<file path="config.mk">
export PLATFORM = sky130hd
export DESIGN_NAME = i2cSlaveRx
export DESIGN_NICKNAME = d
export VERILOG_FILES = /design/src/rtl/i2cRxPkg.sv /design/src/rtl/i2cRxDatapath.sv /design/src/rtl/i2cRxControl.sv /design/src/rtl/i2cSlaveRx.sv
export SDC_FILE = /design/constraint.sdc
export NUM_CORES = 1
export LEC_CHECK = 0
export BUFFER_PORTS_ARGS = -buffer_cell sky130_fd_sc_hd__clkbuf_2
export CELL_PAD_IN_SITES_DETAIL_PLACEMENT = 1
export CELL_PAD_IN_SITES_GLOBAL_PLACEMENT = 1
export CORE_ASPECT_RATIO = 1.25
export CORE_MARGIN = 2
export CORE_UTILIZATION = 30
export DETAILED_ROUTE_END_ITERATION = 10
export MAX_ROUTING_LAYER = met4
export PLACE_DENSITY = 0.62
export SYNTH_ARGS = -nofsm -noshare
export SYNTH_HDL_FRONTEND = slang
export SYNTH_SLANG_ARGS = --single-unit
</file>
<file path="constraint.sdc">
create_clock -name clk -period 1.5 [get_ports clk]
set_input_delay 0.075 -clock clk [delete_from_list [all_inputs] [get_ports clk]]
set_output_delay 0.075 -clock clk [all_outputs]
set_load 0.02 [all_outputs]
</file>
<file path="src/rtl/i2cRxPkg.sv">
`timescale 1ns/1ps
package i2cRxPkg;

  localparam logic [1:0] SEL_CTRL   = 2'd0;
  localparam logic [1:0] SEL_STATUS = 2'd1;
  localparam logic [1:0] SEL_DATA   = 2'd2;
  localparam logic [1:0] SEL_ADDR   = 2'd3;

  typedef enum logic [2:0] {
    ST_IDLE,
    ST_ADDR,
    ST_DATA,
    ST_ACK,
    ST_HOLD,
    ST_IGNORE
  } rxStateT;

  typedef struct packed {
    logic shiftEn;
    logic clearCnt;
    logic loadData;
    logic setIrq;
  } rxStrobeT;

endpackage

</file>
<file path="src/rtl/i2cRxDatapath.sv">
`timescale 1ns/1ps
module i2cRxDatapath
  import i2cRxPkg::*;
#(
  parameter int DATA_W      = 8,
  parameter int SYNC_STAGES = 2
) (
  input  logic              clk,
  input  logic              rstN,
  input  logic              sclIn,
  input  logic              sdaIn,
  input  logic [1:0]        regSel,
  input  logic              regWr,
  input  logic              regRd,
  input  logic [DATA_W-1:0] regWdata,
  output logic [DATA_W-1:0] regRdata,
  input  rxStrobeT          strobe,
  input  logic              busBusy,
  output logic              sclRise,
  output logic              sclFall,
  output logic              startSeen,
  output logic              stopSeen,
  output logic              cntFull,
  output logic              addrMatch,
  output logic              dataRead,
  output logic              ctrlEn,
  output logic              irqEn,
  output logic              irqFlag
);

  localparam int ADDR_W = DATA_W - 1;
  localparam int CNT_W  = $clog2(DATA_W + 1);

  logic [SYNC_STAGES-1:0] sclSync, sdaSync;
  logic                   sclS, sdaS, sclPrev, sdaPrev;
  logic [DATA_W-1:0]      shiftReg, dataReg;
  logic [CNT_W-1:0]       bitCnt;
  logic [ADDR_W-1:0]      addrReg;

  // two-flop style synchronizers followed by an edge-detect stage
  always_ff @(posedge clk or negedge rstN) begin
    if (!rstN) begin
      sclSync <= '1;
      sdaSync <= '1;
      sclPrev <= 1'b1;
      sdaPrev <= 1'b1;
    end else begin
      sclSync <= {sclSync[SYNC_STAGES-2:0], sclIn};
      sdaSync <= {sdaSync[SYNC_STAGES-2:0], sdaIn};
      sclPrev <= sclS;
      sdaPrev <= sdaS;
    end
  end

  assign sclS      = sclSync[SYNC_STAGES-1];
  assign sdaS      = sdaSync[SYNC_STAGES-1];
  assign sclRise   = sclS & ~sclPrev;
  assign sclFall   = ~sclS & sclPrev;
  assign startSeen = sclS & sclPrev & sdaPrev & ~sdaS;
  assign stopSeen  = sclS & sclPrev & ~sdaPrev & sdaS;

  // bit gathering
  always_ff @(posedge clk or negedge rstN) begin
    if (!rstN) begin
      shiftReg <= '0;
      bitCnt   <= '0;
    end else if (strobe.clearCnt) begin
      bitCnt <= '0;
    end else if (strobe.shiftEn) begin
      shiftReg <= {shiftReg[DATA_W-2:0], sdaS};
      bitCnt   <= bitCnt + 1'b1;
    end
  end

  assign cntFull   = (bitCnt == CNT_W'(DATA_W));
  assign addrMatch = (shiftReg[DATA_W-1:1] == addrReg) & ~shiftReg[0];

  // host registers
  assign dataRead = regRd & (regSel == SEL_DATA);

  always_ff @(posedge clk or negedge rstN) begin
    if (!rstN) begin
      ctrlEn  <= 1'b0;
      irqEn   <= 1'b0;
      addrReg <= '0;
      irqFlag <= 1'b0;
      dataReg <= '0;
    end else begin
      if (regWr && regSel == SEL_CTRL) begin
        ctrlEn <= regWdata[0];
        irqEn  <= regWdata[1];
      end
      if (regWr && regSel == SEL_ADDR) addrReg <= regWdata[DATA_W-1:1];
      if (strobe.setIrq)
        irqFlag <= 1'b1;
      else if (regWr && regSel == SEL_STATUS && !regWdata[1])
        irqFlag <= 1'b0;
      if (strobe.loadData) dataReg <= shiftReg;
    end
  end

  always_comb begin
    regRdata = '0;
    unique case (regSel)
      SEL_CTRL:   begin regRdata[0] = ctrlEn;  regRdata[1] = irqEn;   end
      SEL_STATUS: begin regRdata[0] = busBusy; regRdata[1] = irqFlag; end
      SEL_DATA:   regRdata = dataReg;
      SEL_ADDR:   regRdata = {addrReg, 1'b0};
      default:    regRdata = '0;
    endcase
  end

endmodule

</file>
<file path="src/rtl/i2cRxControl.sv">
`timescale 1ns/1ps
module i2cRxControl
  import i2cRxPkg::*;
(
  input  logic     clk,
  input  logic     rstN,
  input  logic     ctrlEn,
  input  logic     sclRise,
  input  logic     sclFall,
  input  logic     startSeen,
  input  logic     stopSeen,
  input  logic     cntFull,
  input  logic     addrMatch,
  input  logic     dataRead,
  output rxStrobeT strobe,
  output logic     busBusy,
  output logic     sclDrvLow,
  output logic     sdaDrvLow
);

  rxStateT state, nxtState;

  always_comb begin
    nxtState = state;
    strobe   = '0;
    if (!ctrlEn) begin
      nxtState = ST_IDLE;
    end else if (startSeen) begin
      nxtState        = ST_ADDR;
      strobe.clearCnt = 1'b1;
    end else if (stopSeen) begin
      nxtState = ST_IDLE;
    end else begin
      unique case (state)
        ST_ADDR: begin
          if (sclRise)                strobe.shiftEn = 1'b1;
          else if (sclFall && cntFull) nxtState = addrMatch ? ST_ACK : ST_IGNORE;
        end
        ST_DATA: begin
          if (sclRise)                strobe.shiftEn = 1'b1;
          else if (sclFall && cntFull) nxtState = ST_ACK;
        end
        ST_ACK: begin
          if (sclRise) begin
            strobe.setIrq   = 1'b1;
            strobe.loadData = 1'b1;
          end else if (sclFall) begin
            nxtState = ST_HOLD;
          end
        end
        ST_HOLD: begin
          if (dataRead) begin
            nxtState        = ST_DATA;
            strobe.clearCnt = 1'b1;
          end
        end
        default: nxtState = state;
      endcase
    end
  end

  always_ff @(posedge clk or negedge rstN) begin
    if (!rstN) begin
      state   <= ST_IDLE;
      busBusy <= 1'b0;
    end else begin
      state <= nxtState;
      if (!ctrlEn)        busBusy <= 1'b0;
      else if (startSeen) busBusy <= 1'b1;
      else if (stopSeen)  busBusy <= 1'b0;
    end
  end

  assign sclDrvLow = (state == ST_HOLD);
  assign sdaDrvLow = (state == ST_ACK);

endmodule

</file>
<file path="src/rtl/i2cSlaveRx.sv">
`timescale 1ns/1ps
module i2cSlaveRx
  import i2cRxPkg::*;
#(
  parameter int DATA_W      = 8,
  parameter int SYNC_STAGES = 2
) (
  input  logic              clk,
  input  logic              rstN,
  input  logic              sclIn,
  input  logic              sdaIn,
  output logic              sclDrvLow,
  output logic              sdaDrvLow,
  input  logic [1:0]        regSel,
  input  logic              regWr,
  input  logic              regRd,
  input  logic [DATA_W-1:0] regWdata,
  output logic [DATA_W-1:0] regRdata,
  output logic              irqOut
);

  rxStrobeT strobe;
  logic busBusy, sclRise, sclFall, startSeen, stopSeen, cntFull, addrMatch;
  logic dataRead, ctrlEn, irqEn, irqFlag;

  i2cRxDatapath #(.DATA_W(DATA_W), .SYNC_STAGES(SYNC_STAGES)) u_datapath (
    .clk(clk), .rstN(rstN), .sclIn(sclIn), .sdaIn(sdaIn),
    .regSel(regSel), .regWr(regWr), .regRd(regRd), .regWdata(regWdata),
    .regRdata(regRdata), .strobe(strobe), .busBusy(busBusy),
    .sclRise(sclRise), .sclFall(sclFall), .startSeen(startSeen),
    .stopSeen(stopSeen), .cntFull(cntFull), .addrMatch(addrMatch),
    .dataRead(dataRead), .ctrlEn(ctrlEn), .irqEn(irqEn), .irqFlag(irqFlag)
  );

  i2cRxControl u_control (
    .clk(clk), .rstN(rstN), .ctrlEn(ctrlEn), .sclRise(sclRise),
    .sclFall(sclFall), .startSeen(startSeen), .stopSeen(stopSeen),
    .cntFull(cntFull), .addrMatch(addrMatch), .dataRead(dataRead),
    .strobe(strobe), .busBusy(busBusy), .sclDrvLow(sclDrvLow),
    .sdaDrvLow(sdaDrvLow)
  );

  assign irqOut = irqFlag & irqEn;

endmodule

</file>
Word-level counts from Yosys, hierarchy flattened

Index checks and enable logic that the tools add are counted.

Eq/ne operators: 18
Reductions and logical operators: 12
Bitwise logic cells: 16
Add/subtract/negate cells: 1
Muxes and demuxes: 32

Operators by type and width:

| operator              | count |
|---|---|
| $mux W3               | 11 |
| $ne A5 B5 Y1 const B  | 4 |
| $mux W4               | 4 |
| $ne A5 B4 Y1 const B  | 3 |
| $pmux W3 S4           | 1 |
| $pmux W6 S2           | 1 |
| $mux W1               | 11 |
| $and A1 B1 Y1         | 10 |
| $pmux W2 S4           | 1 |
| $reduce_and A8 Y1     | 1 |
| $eq A7 B7 Y1          | 1 |
| $ne A7 B5 Y1 const B  | 1 |
| $eq A3 B2 Y1 const B  | 2 |
| $mux W2               | 3 |
| $not A1 Y1            | 6 |
| $logic_and A1 B1 Y1   | 5 |
| $add A4 B1 Y4 const B | 1 |
| $eq A2 B2 Y1 const B  | 2 |
| $eq A4 B4 Y1 const B  | 1 |
| $reduce_bool A2 Y1    | 2 |
| $eq A3 B1 Y1 const B  | 1 |
| $eq A3 B3 Y1 const B  | 1 |
| $ne A3 B3 Y1 const B  | 1 |
| $eq A2 B1 Y1 const B  | 1 |
| other kinds (4)       | 4 |

Logic and storage cells: 92
Output and inout bits: 11
Register bits: 40

Logic depth before layout (Yosys ltp)

Gate-level depths: netlist of run 1.

Depth after elaboration: 9
Mapped depth: 7
Depth with buffers taken out: 7

Hierarchy

From an unflattened synthesis of run 1, not the netlist that was laid out.

Cells, all modules: 162
Area, all modules: 2,011.9 sq um

By module, submodules not included:

| module        | area an instance (sq um) | cells an instance | instances | sequential area each (sq um) |
|---|---|---|---|---|
| i2cRxDatapath | 1,631.6                  | 118               | 1         | 908.4 |
| i2cRxControl  | 374.1                    | 43                | 1         | 100.1 |
| i2cSlaveRx    | 6.3                      | 1                 | 1         | 0.0 |

Worst setup path before layout of run 1

No wires, ideal clock.

Kind: reg2reg
Start: reg u_control.state[0]
End: reg u_control.state[0]
Slack: -210 ps
Buffers on the path: 1
Data arrival time: 1,585 ps
Stages on the path, launching flop included: 7
Required time: 1,375 ps
Period minus slack after synthesis: 1,710 ps
Cell sequence: dfrtp_1 -> buf_4 -> nor3b_4 -> a22oi_2 -> o32a_1 -> o31ai_2 -> mux2_4

Word-level cells in the longest chain between the ends: 5
Elaborated cells between the ends (all ways): 17

RTL lines:

| what                   | line               | text |
|---|---|---|
| from (decl)            | i2cRxControl.sv:21 | `rxStateT state, nxtState;` |
| from (signal assigned) | i2cRxControl.sv:67 | `state <= nxtState;` |
| $eq A3 B3 Y1 (*)       | n/a                |  |
| net sclDrvLow          | i2cSlaveRx.sv:12   | `output logic sclDrvLow,` |
| $pmux W3 S4            | i2cRxControl.sv:34 | `unique case (state)` |
| $mux W3                | i2cRxControl.sv:31 | `end else if (stopSeen) begin` |
| $mux W3                | i2cRxControl.sv:28 | `end else if (startSeen) begin` |
| $mux W3                | i2cRxControl.sv:26 | `if (!ctrlEn) begin` |

Mark *: on every way through the listed nets, which the timed path passes. The rest lies on a longest branch.
A chain may end at the register's enable or synchronous reset.

Final worst setup path of run 1

Start: reg u_datapath.bitCnt[0]
End: reg u_control.state[0]

Word-level cells in the longest chain between the ends: 4
Elaborated cells between the ends (all ways): 5

RTL lines:

| what                                   | line                                   | text |
|---|---|---|
| from (decl)                            | i2cRxDatapath.sv:37                    | `logic [CNT_W-1:0] bitCnt;` |
| from (signal assigned)                 | i2cRxDatapath.sv:71                    | `bitCnt <= bitCnt + 1'b1;` |
| $eq A4 B4 Y1 (*)                       | i2cRxDatapath.sv:75                    | `assign cntFull = (bitCnt == CNT_W'(DATA_W));` |
| $logic_and A1 B1 Y1 (*)                | i2cRxControl.sv:37, i2cRxControl.sv:41 |  |
| $ne A5 B4 Y1 (no source line)          | n/a                                    |  |
| $reduce_and A8 Y1 (no source line) (*) | n/a                                    |  |

Mark *: on every way between the ends. The rest lies on a longest branch, timed or not.

==> flow_summary.ini, run 1 <==
[power]
total_leakage_power_nw = 1.345
ir_drop_mv = 0.9164
power_density_nw_per_um2 = 1258

[synth]
ys_seq_area_frac = 0.5038
muxShareOfSynthArea = 0.2069
synth-seq-cells = 40
synth-xor-area-share = 0.05250
ys_async_sr_fraction = 1.000
synth_top_family_by_area = multiplexers
synth_compound_area_frac = 0.06875
syn_area_um2 = 2002
synthAdderAreaFrac = 0.01813
synth_nets = 180
netlist_instances = 162
ys_warn_count = 0
synth_ff_type = dfrtp_1
ys_types = 41
synth_edf_count = 0
synth-simple-area-share = 0.1244
syn_avg_cell_area_um2 = 12.36

[placed_design]
dpl.cell_count = 304
place.gp.congestion = 0.8391
hpwl_mm = 3.408
numPortBuffers = 26

[finish]
area_delta_synth_final_pct = 41.13
mostFrequentLayoutCells = dfrtp_1 (34), buf_4 (33), clkbuf_2 (22), mux2_2 (17), mux2_4 (10)
drive_above_1_share = 0.5279
layout_commonest_cell = dfrtp_1
diodes = 0
nets = 250
instances_no_fill = 320

[sta]
skew_ps = 9.286
whs_ps = 9.291
fin_crit_sh = 1.125
fmax_mhz = 592.5
maxSlewViolCount = 0
max_slew_margin = 0.6594
worst_slew_pin_slew_ps = 510.9
fin_crit_ps = 1688
setup_viol = 15
worst_slack_ps = -187.9
hold_viol = 0
rsz0062_at_grt = true

[detailed_routing]
dr.pass1.iters = 2
antenna_left = 0
drc = 0
routed-via-count = 1456
post_drt_wl_per_cell_um = 14.72
vias_per_cell = 4.550
drt_wl_total_mm = 4.710
drt-initial-drc-count = 32

[clock_network]
cts_buffers = 5
htreeDepth = 2
clock_latency_ps = 300
clock_sinks = 40
cts_tree = built
cts.clk_slew.worst_paths_ps = 80
cts_root_buf = clkbuf_8
clockBufferDepth = 2

[setup_path]
cp.required_ps = 1680
worst_ep_arrival_time_ps = 1870
startpoint_type = flip-flop
end_kind = flip-flop
path_max_fanout = 2
worst-setup-path-type = reg -> reg

[global_route]
grt.total_usage = 0.1410
gr-total-overflow = 0
antenna_found_initial = 0
grt_pass1_vias = 1554
grt_start_max_net_pins = 41
grt_first_pass_wirelength_mm = 7.617

[die]
io_pins = 27
coreArea_um2 = 6524
die_h_um = 95.33
initial_utilization = 0.3069
placementRows = 33
die_w_um = 77.07
fp.dieArea_um2 = 7347

[run]
drv_cap = 0

[status]
violations = setup timing
status = complete, but fails checks

[hold_path]
hold_path.class = in -> reg
## stage by stage
stage / instance area [um2] / util / TNS [ps] / worst slack, ps / power, mW
2_1_floorplan: 2014 / - / -452.3 / -209.9 / 2.036
3_3_place_gp: 2490 / 0.3817 / -877.4 / -159.7 / 2.514
3_5_place_dp: 2490 / 0.3817 / -1614 / -255.9 / 2.541
4_1_cts: 2740 / 0.4200 / -1022 / -196.7 / 3.477
5_1_grt: 2825 / 0.4331 / -1938 / -267.9 / 3.773
6_report: 2825 / 0.4331 / -536.8 / -187.9 / 3.553
## worst max-delay path: stages, from the launching register on
cell	delay, ps
dfrtp_1	350
inv_1	60
ha_2	150
and3b_1	170
o211ai_1	80
a21oi_1	100
o31ai_2	320
mux2_4	340
## per-layer routing
| metal | global-route usage | part of all wire | routed length (um) | vias to the layer above |
|---|---|---|---|---|
| met1 | 0.1521 | 0.42 | 1980 | 724 |
| li1 | - | - | - | 706 |
| met3 | 0.03030 | 0.025 | 116 | 5 |
| met4 | 0.06696 | 0.015 | 70 | 0 |
| met2 | 0.2493 | 0.54 | 2542 | 21 |
| met5 | - | 0 | 0 | - |
## final timing paths
kind,from,slack [ps],to,cells past startpoint
worst max-delay path,u_datapath.bitCnt[0],-190,u_control.state[0],7
worst min-delay path,regWdata[7],9,u_datapath.addrReg[6],2
worst max register to register,u_datapath.bitCnt[0],-190,u_control.state[0],7
worst min register to register,u_datapath.sclSync[0],360,u_datapath.sclSync[1],0
max in group asynchronous,rstN,760,u_datapath.sclPrev,3
min in group asynchronous,rstN,380,u_datapath.dataReg[7],3
## area by class of cell
| class | instances | area [um2] |
|---|---|---|
| inverter | 6 | 22.52 |
| clock buffer | 6 | 72.57 |
| clock inverter | 2 | 35.03 |
| fill | 738 | 3699 |
| sequential | 40 | 1008 |
| timing repair buffer | 68 | 509.2 |
| multi-input combinational | 111 | 1069 |
| tap | 87 | 108.9 |
## flip-flops by register name (all words and copies together) (netlist names)
register,count
u_datapath.addrReg,7
u_datapath.sdaSync,2
u_datapath.irqFlag,1
u_datapath.bitCnt,4
u_datapath.sdaPrev,1
u_datapath.shiftReg,8
u_datapath.sclSync,2
u_control.busBusy,1
u_control.state,3
u_datapath.irqEn,1
u_datapath.dataReg,8
u_datapath.ctrlEn,1
u_datapath.sclPrev,1
## power by group
| group | leakage [nW] | switching, mW | internal, mW | total [mW] |
|---|---|---|---|---|
| Clock | 0.0552 | 0.376 | 0.494 | 0.869 |
| Sequential | 0.510 | 0.144 | 1.26 | 1.40 |
| Combinational | 0.780 | 0.565 | 0.717 | 1.28 |
## timing repair
| action | 4_1_cts | 5_1_grt |
|---|---|---|
| gates resized for setup | 19 | 19 |
| setup endpoints to repair | 25 | 26 |
| buffers inserted | 2 | 2 |
| gates cloned | 0 | 0 |
| pin swaps | 2 | 5 |
| hold endpoints to repair | 37 | 0 |
| hold buffers | 4 | 0 |
## synthesized netlist by cell type (5+ instances only)
master / count / area, um2
nand2_1: 7 / 26.28
o21ai_0: 5 / 25.02
inv_1: 6 / 22.52
mux2i_1: 8 / 80.08
xor2_1: 9 / 78.83
dfrtp_1: 34 / 850.8
dfstp_2: 6 / 157.7
nor2_1: 9 / 33.78
mux2_2: 25 / 281.5
nor2b_1: 7 / 43.79
## logic make-up after synthesis
group,after synthesis
simple gates,42
compound gates,18
xor+xnor,12
mux,36
flops,40
fa+ha+maj,3
buf+inv,11
(Power assumes the default switching activity.)
==> inputs of run 2 (changes only) <==
PLACE_DENSITY = 0.6   (was 0.62)
SYNTH_HIERARCHICAL = 1   (was unset)
TNS_END_PERCENT = 20   (was unset)
==> flow_summary.ini, run 2 <==
[status]
violations = setup timing
status = complete, but fails checks

[hold_path]
hold_start = regWdata[4]
hold_path.class = in -> reg

[sta]
whs_ps = 12.85
fmax_mhz = 525.2
hold_viol = 0
rsz0062_at_grt = true
fin_tns_setup_ps = -7526
skew_ps = 3.511
worst_slack_ps = -404.2
fin_crit_ps = 1904
max_slew_margin = 0.6631
worst_slew_pin_slew_ps = 505.4
maxSlewViolCount = 0
setup_viol = 25
fin_crit_sh = 1.269

[power]
ir_drop_mv = 0.5313
total_leakage_power_nw = 1.271
clkPwrFrac = 0.251
power_mw = 2.896
cellInternalPower_mw = 2.062
p_comb_frac = 0.282
swShare = 0.2879
seq_power_share = 0.467
power_density_nw_per_um2 = 1079
switchingPower_mw = 0.8336

[synth]
ys_warn_count = 6
netlist_instances = 162
synth_nets = 180
synth_ff_type = dfrtp_1
synth_edf_count = 0
synth-seq-cells = 40
synth_area_leaders = dfrtp_1 (42%), mux2_2 (14%), dfstp_2 (7.8%), mux2i_1 (4.0%), xnor2_1 (3.5%)
ys_types = 42
syn_area_um2 = 2012
yosysTopAreaCell = dfrtp_1
ys_seq_area_frac = 0.5012
ys_async_sr_fraction = 1.000
yosysMostFrequentCell = dfrtp_1
netlist_top_cells_count = dfrtp_1 (34), mux2_2 (25), inv_1 (10)
syn_avg_cell_area_um2 = 12.42
yosysTopAreaCellShare = 0.4229

[clock_network]
clockBufferDepth = 2
clock_latency_ps = 290
cts_buffers = 5
cts_root_buf = clkbuf_8
htreeDepth = 2
postCtsSetupBuffers = 0
cts_tree = built
cts.clk_slew.worst_paths_ps = 70
clock_sinks = 40

[die]
die_w_um = 77.25
placementRows = 33
fp.dieArea_um2 = 7382
coreArea_um2 = 6524
initial_utilization = 0.3084
io_pins = 27
die_h_um = 95.56

[detailed_routing]
post_drt_wl_per_cell_um = 14.16
drc = 0
vias_per_cell = 4.528
drt_wl_total_mm = 4.473
dr.pass1.iters = 2
drt-initial-drc-count = 56
antenna_left = 0
routed-via-count = 1431

[setup_path]
crit_family = simple AND/OR/NAND/NOR gates
worst_ep_arrival_time_ps = 2080
cpMaxStageDelayCell = dfstp_2
cp.buffers_inverters = 1
crit_chain = nor3b_2 -> or3b_4 -> nor4_4 -> nand2b_1 -> buf_12 -> mux2_2
r2r_slack_ps = -400
end_kind = flip-flop
path_max_fanout = 8
startpoint_type = flip-flop
worst-setup-path-type = reg -> reg
rr_startpoint = u_datapath/sdaSync[1]
crit_start = u_datapath/sdaSync[1]
cp.required_ps = 1670
cpPeakStageDelay_ps = 550

[global_route]
grt.total_usage = 0.1339
gr-total-overflow = 0
grt_first_pass_wirelength_mm = 7.431
grt_pass1_vias = 1514
grt_start_max_net_pins = 19
antenna_found_initial = 0

[finish]
drive_above_1_share = 0.5109
largestRegisters = u_datapath/dataReg (8), u_datapath/shiftReg (8), u_datapath/addrReg (7)
nets = 246
area_delta_synth_final_pct = 33.33
instances_no_fill = 316
mostFrequentLayoutCells = buf_4 (35), dfrtp_1 (34), mux2_2 (25), clkbuf_2 (23), inv_1 (9)
diodes = 0
n_fill_cell = 753
layout_commonest_cell = buf_4

[placed_design]
place.gp.congestion = 0.8129
dpl.cell_count = 305
numPortBuffers = 26
post-place-ws_ps = -445.6
hpwl_mm = 3.523

[run]
drv_cap = 0
## run 2: changes by cell type in the layout (fill, tap and decap cells not counted), sizes merged, moves of 3 or more
| cell | previous run | this run |
|---|---|---|
| nor3b | 2 | 5 |
| a21boi | 3 | 0 |
| o21ai | 6 | 1 |
| inv | 6 | 10 |
| xor2 | 9 | 3 |
| nand2 | 7 | 4 |
| nor2 | 10 | 7 |
| a21oi | 1 | 4 |
| nand4 | 0 | 3 |
| xnor2 | 3 | 8 |
## run 2: routing by layer
layer | track usage | vias to the layer above | routed length (um)
met2 | 0.2413 | 19 | 2408
met1 | 0.1548 | 710 | 1903
met5 | - | - | 0
met3 | 0.02273 | 6 | 110
li1 | - | 696 | -
met4 | 0.03571 | 0 | 51
## run 2: final timing paths
kind	to	depth (start not counted)
min in group asynchronous	u_datapath/bitCnt[3]	2
worst min-delay path	u_datapath/addrReg[3]	2
worst max register to register	u_datapath/shiftReg[5]	6
worst max-delay path	u_datapath/shiftReg[5]	6
worst min register to register	u_datapath/sdaSync[1]	0
max in group asynchronous	u_datapath/sdaPrev	3
## run 2: area by class of cell
class,instances,area (um2),share of cell area
Clock buffer,6,82.58,0.03078
Clock inverter,2,10.01,0.003731
Sequential cell,40,1008,0.3759
Tap cell,87,108.9,0.04058
Timing Repair Buffer,67,489.2,0.1824
Multi-Input combinational cell,104,945.9,0.3526
Inverter,10,37.54,0.01399
## run 2: kinds of logic after synthesis
group	after synthesis	share of synthesized area
AO/OA/AOI/OAI	15	0.05411
XOR/XNOR	11	0.04789
AND/OR/NAND/NOR	41	0.1381
flip-flops	40	0.5012
adder cells (fa/ha/maj)	3	0.01803
buffers and inverters	18	0.04789
multiplexers	34	0.1928
## run 2: power by group through the flow
stage          clock (mW)  combinational [mW]  sequential (mW)
2_1_floorplan           0               0.431             1.37
3_5_place_dp            0               0.801             1.37
5_1_grt             0.816               0.908             1.37
6_report            0.726               0.818             1.35
3_3_place_gp            0               0.784             1.37
4_1_cts             0.768               0.823             1.35
## run 2: worst reg2reg max path, cell delays in order, from the launching register on
cell	delay, ps
dfstp_2	550
nor3b_2	50
or3b_4	400
nor4_4	240
nand2b_1	130
buf_12	160
mux2_2	260
## run 2: stage by stage
stage	util	instance area (um2)
CTS	0.4095	2671
floorplan	-	2038
finish	0.4112	2683
global route	0.4112	2683
global placement	0.3867	2522
detailed placement	0.3867	2522
## run 2: timing repair
action,4_1_cts,5_1_grt
setup endpoints to repair,26,27
hold buffers,3,0
gates resized for setup,8,5
endpoints found under the hold margin,13,0
pin swaps,5,0
gates cloned,0,0
==> inputs of run 3 (changes only) <==
CORE_ASPECT_RATIO = 1.5   (was 1.25)
==> flow_summary.ini, run 3 (synthesized netlist as in run 2, its figures left out) <==
[detailed_routing]
routed-via-count = 1504
drc = 0
post_drt_wl_per_cell_um = 16.47
vias_per_cell = 4.931
drt-initial-drc-count = 27
antenna_left = 0
dr.pass1.iters = 4
drt_wl_total_mm = 5.023

[setup_path]
cp.required_ps = 1660
cpMaxStageDelayCell = dfstp_2
path_max_fanout = 8
worst_ep_arrival_time_ps = 2110
crit_chain = nor3b_2 -> or3b_4 -> nor4_4 -> nand2b_1 -> buf_6 -> mux2_2
rr_startpoint = u_datapath/sdaPrev
end_kind = flip-flop
crit_family = simple AND/OR/NAND/NOR gates
r2r_cells = 6
cp.buffers_inverters = 1
worst-setup-path-type = reg -> reg
cpPeakStageDelay_ps = 560
startpoint_type = flip-flop
reg2reg_to = u_datapath/shiftReg[5]
r2r_slack_ps = -450

[die]
initial_utilization = 0.3102
fp.dieArea_um2 = 7391
die_w_um = 70.87
die_h_um = 104.3
coreArea_um2 = 6486
placementRows = 36
io_pins = 27

[hold_path]
whs_path_depth = 2
hold_start = regWdata[3]
hold_path.class = in -> reg
hold-path-endpoint = u_datapath/addrReg[2]

[placed_design]
hpwl_mm = 3.801
place.gp.congestion = 0.8414
numPortBuffers = 26
dpl-instance-area_um2 = 2469

[finish]
design_area_um2 = 2691
diodes = 0
drive_above_1_share = 0.5153
area_delta_synth_final_pct = 33.77
nets = 246
largestRegisters = u_datapath/dataReg (8), u_datapath/shiftReg (8), u_datapath/addrReg (7)
mostFrequentLayoutCells = buf_4 (34), dfrtp_1 (34), clkbuf_2 (23), mux2_2 (18)

[clock_network]
htreeDepth = 2
clock_latency_ps = 280
clockBufferDepth = 2
clock_sinks = 40
cts.clk_slew.worst_paths_ps = 70
cts_tree = built
cts_buffers = 5
cts_root_buf = clkbuf_8

[global_route]
antenna_found_initial = 0
grt_pass1_vias = 1785
grt_first_pass_wirelength_mm = 8.424
grt_start_max_net_pins = 41
gr-total-overflow = 0
grt.total_usage = 0.1474

[sta]
fin_crit_sh = 1.301
skew_ps = 6.207
setup_viol = 26
fin_tns_setup_ps = -8035
worst_slack_ps = -452.0
fmax_mhz = 512.3
worst_slew_pin_slew_ps = 517.0
hold_viol = 0
max_slew_margin = 0.6553
fin_crit_ps = 1952
maxSlewViolCount = 0
rsz0062_at_grt = true

[run]
drv_cap = 0

[power]
power_density_nw_per_um2 = 1062
total_leakage_power_nw = 1.272
ir_drop_mv = 0.6600

[status]
violations = setup timing
status = complete, but fails checks
[run 3: cell types whose count changed in the layout (fill, tap and decap cells not counted), moves of 2 or more]
cell / delta
mux2_2: -7
mux2_4: +7
buf_6: +3
buf_12: -2
clkbuf_1: +2
clkbuf_8: -2
[run 3: layout make-up]
cell class	count	area, um2
Tap cell	76	95.09
Inverter	10	37.54
Fill cell	734	3795
Multi-Input combinational cell	104	992.2
Clock buffer	7	76.32
Clock inverter	1	5.005
Sequential cell	40	1008
Timing Repair Buffer	67	476.7
[run 3: worst max path at each step]
stage                     slack, ps  cells after the start                   from                      to
after floorplan                -540                      7  u_datapath/sdaSync[1]  u_datapath/shiftReg[0]
after global placement         -380                      6     u_datapath/sdaPrev  u_datapath/shiftReg[4]
after detailed placement       -470                      8     u_datapath/sclPrev  u_datapath/shiftReg[5]
after CTS                      -430                      6     u_datapath/sdaPrev  u_datapath/shiftReg[5]
after global routing           -520                      8     u_datapath/sclPrev  u_datapath/shiftReg[5]
final                          -450                      6     u_datapath/sdaPrev  u_datapath/shiftReg[5]
[run 3: metal layers]
layer  part of all wire  up-vias  global-route usage
met5                  0        -                   -
met4              0.020        0             0.04313
met3              0.023        6             0.02810
met2               0.57       25              0.2757
met1               0.38      773              0.1525
li1                   -      700                   -
[run 3: timing repair]
item | in CTS | in global routing
pin swaps | 3 | 3
endpoints found under the hold margin | 36 | 0
hold buffers | 3 | 0
setup buffers | 2 | 0
gates resized for setup | 17 | 12
endpoints found under the setup margin | 27 | 27
[run 3: metrics by stage]
step / utilization / power (mW) / cells / hold slack (ps) / worst slack (ps)
global placement: 0.3806 / 2.115 / 292 / 160.1 / -376.8
floorplan: - / 1.803 / 162 / -220.6 / -537.2
detailed placement: 0.3806 / 2.186 / 292 / 166.7 / -470.8
CTS: 0.4101 / 2.906 / 305 / 6.572 / -432.8
global route: 0.4149 / 3.053 / 305 / 8.788 / -521.7
finish: 0.4149 / 2.858 / 305 / 19.45 / -452.0
[run 3: power breakdown]
group          total [mW]  switching, mW  internal, mW
registers            1.35          0.112          1.24
clock network       0.673          0.347         0.326
logic               0.831          0.390         0.441
[run 3: worst reg2reg max path: stages (launching register included)]
cell and delay [ps]:
dfstp_2 560, nor3b_2 60, or3b_4 440, nor4_4 250, nand2b_1 110, buf_6 150, mux2_2 280
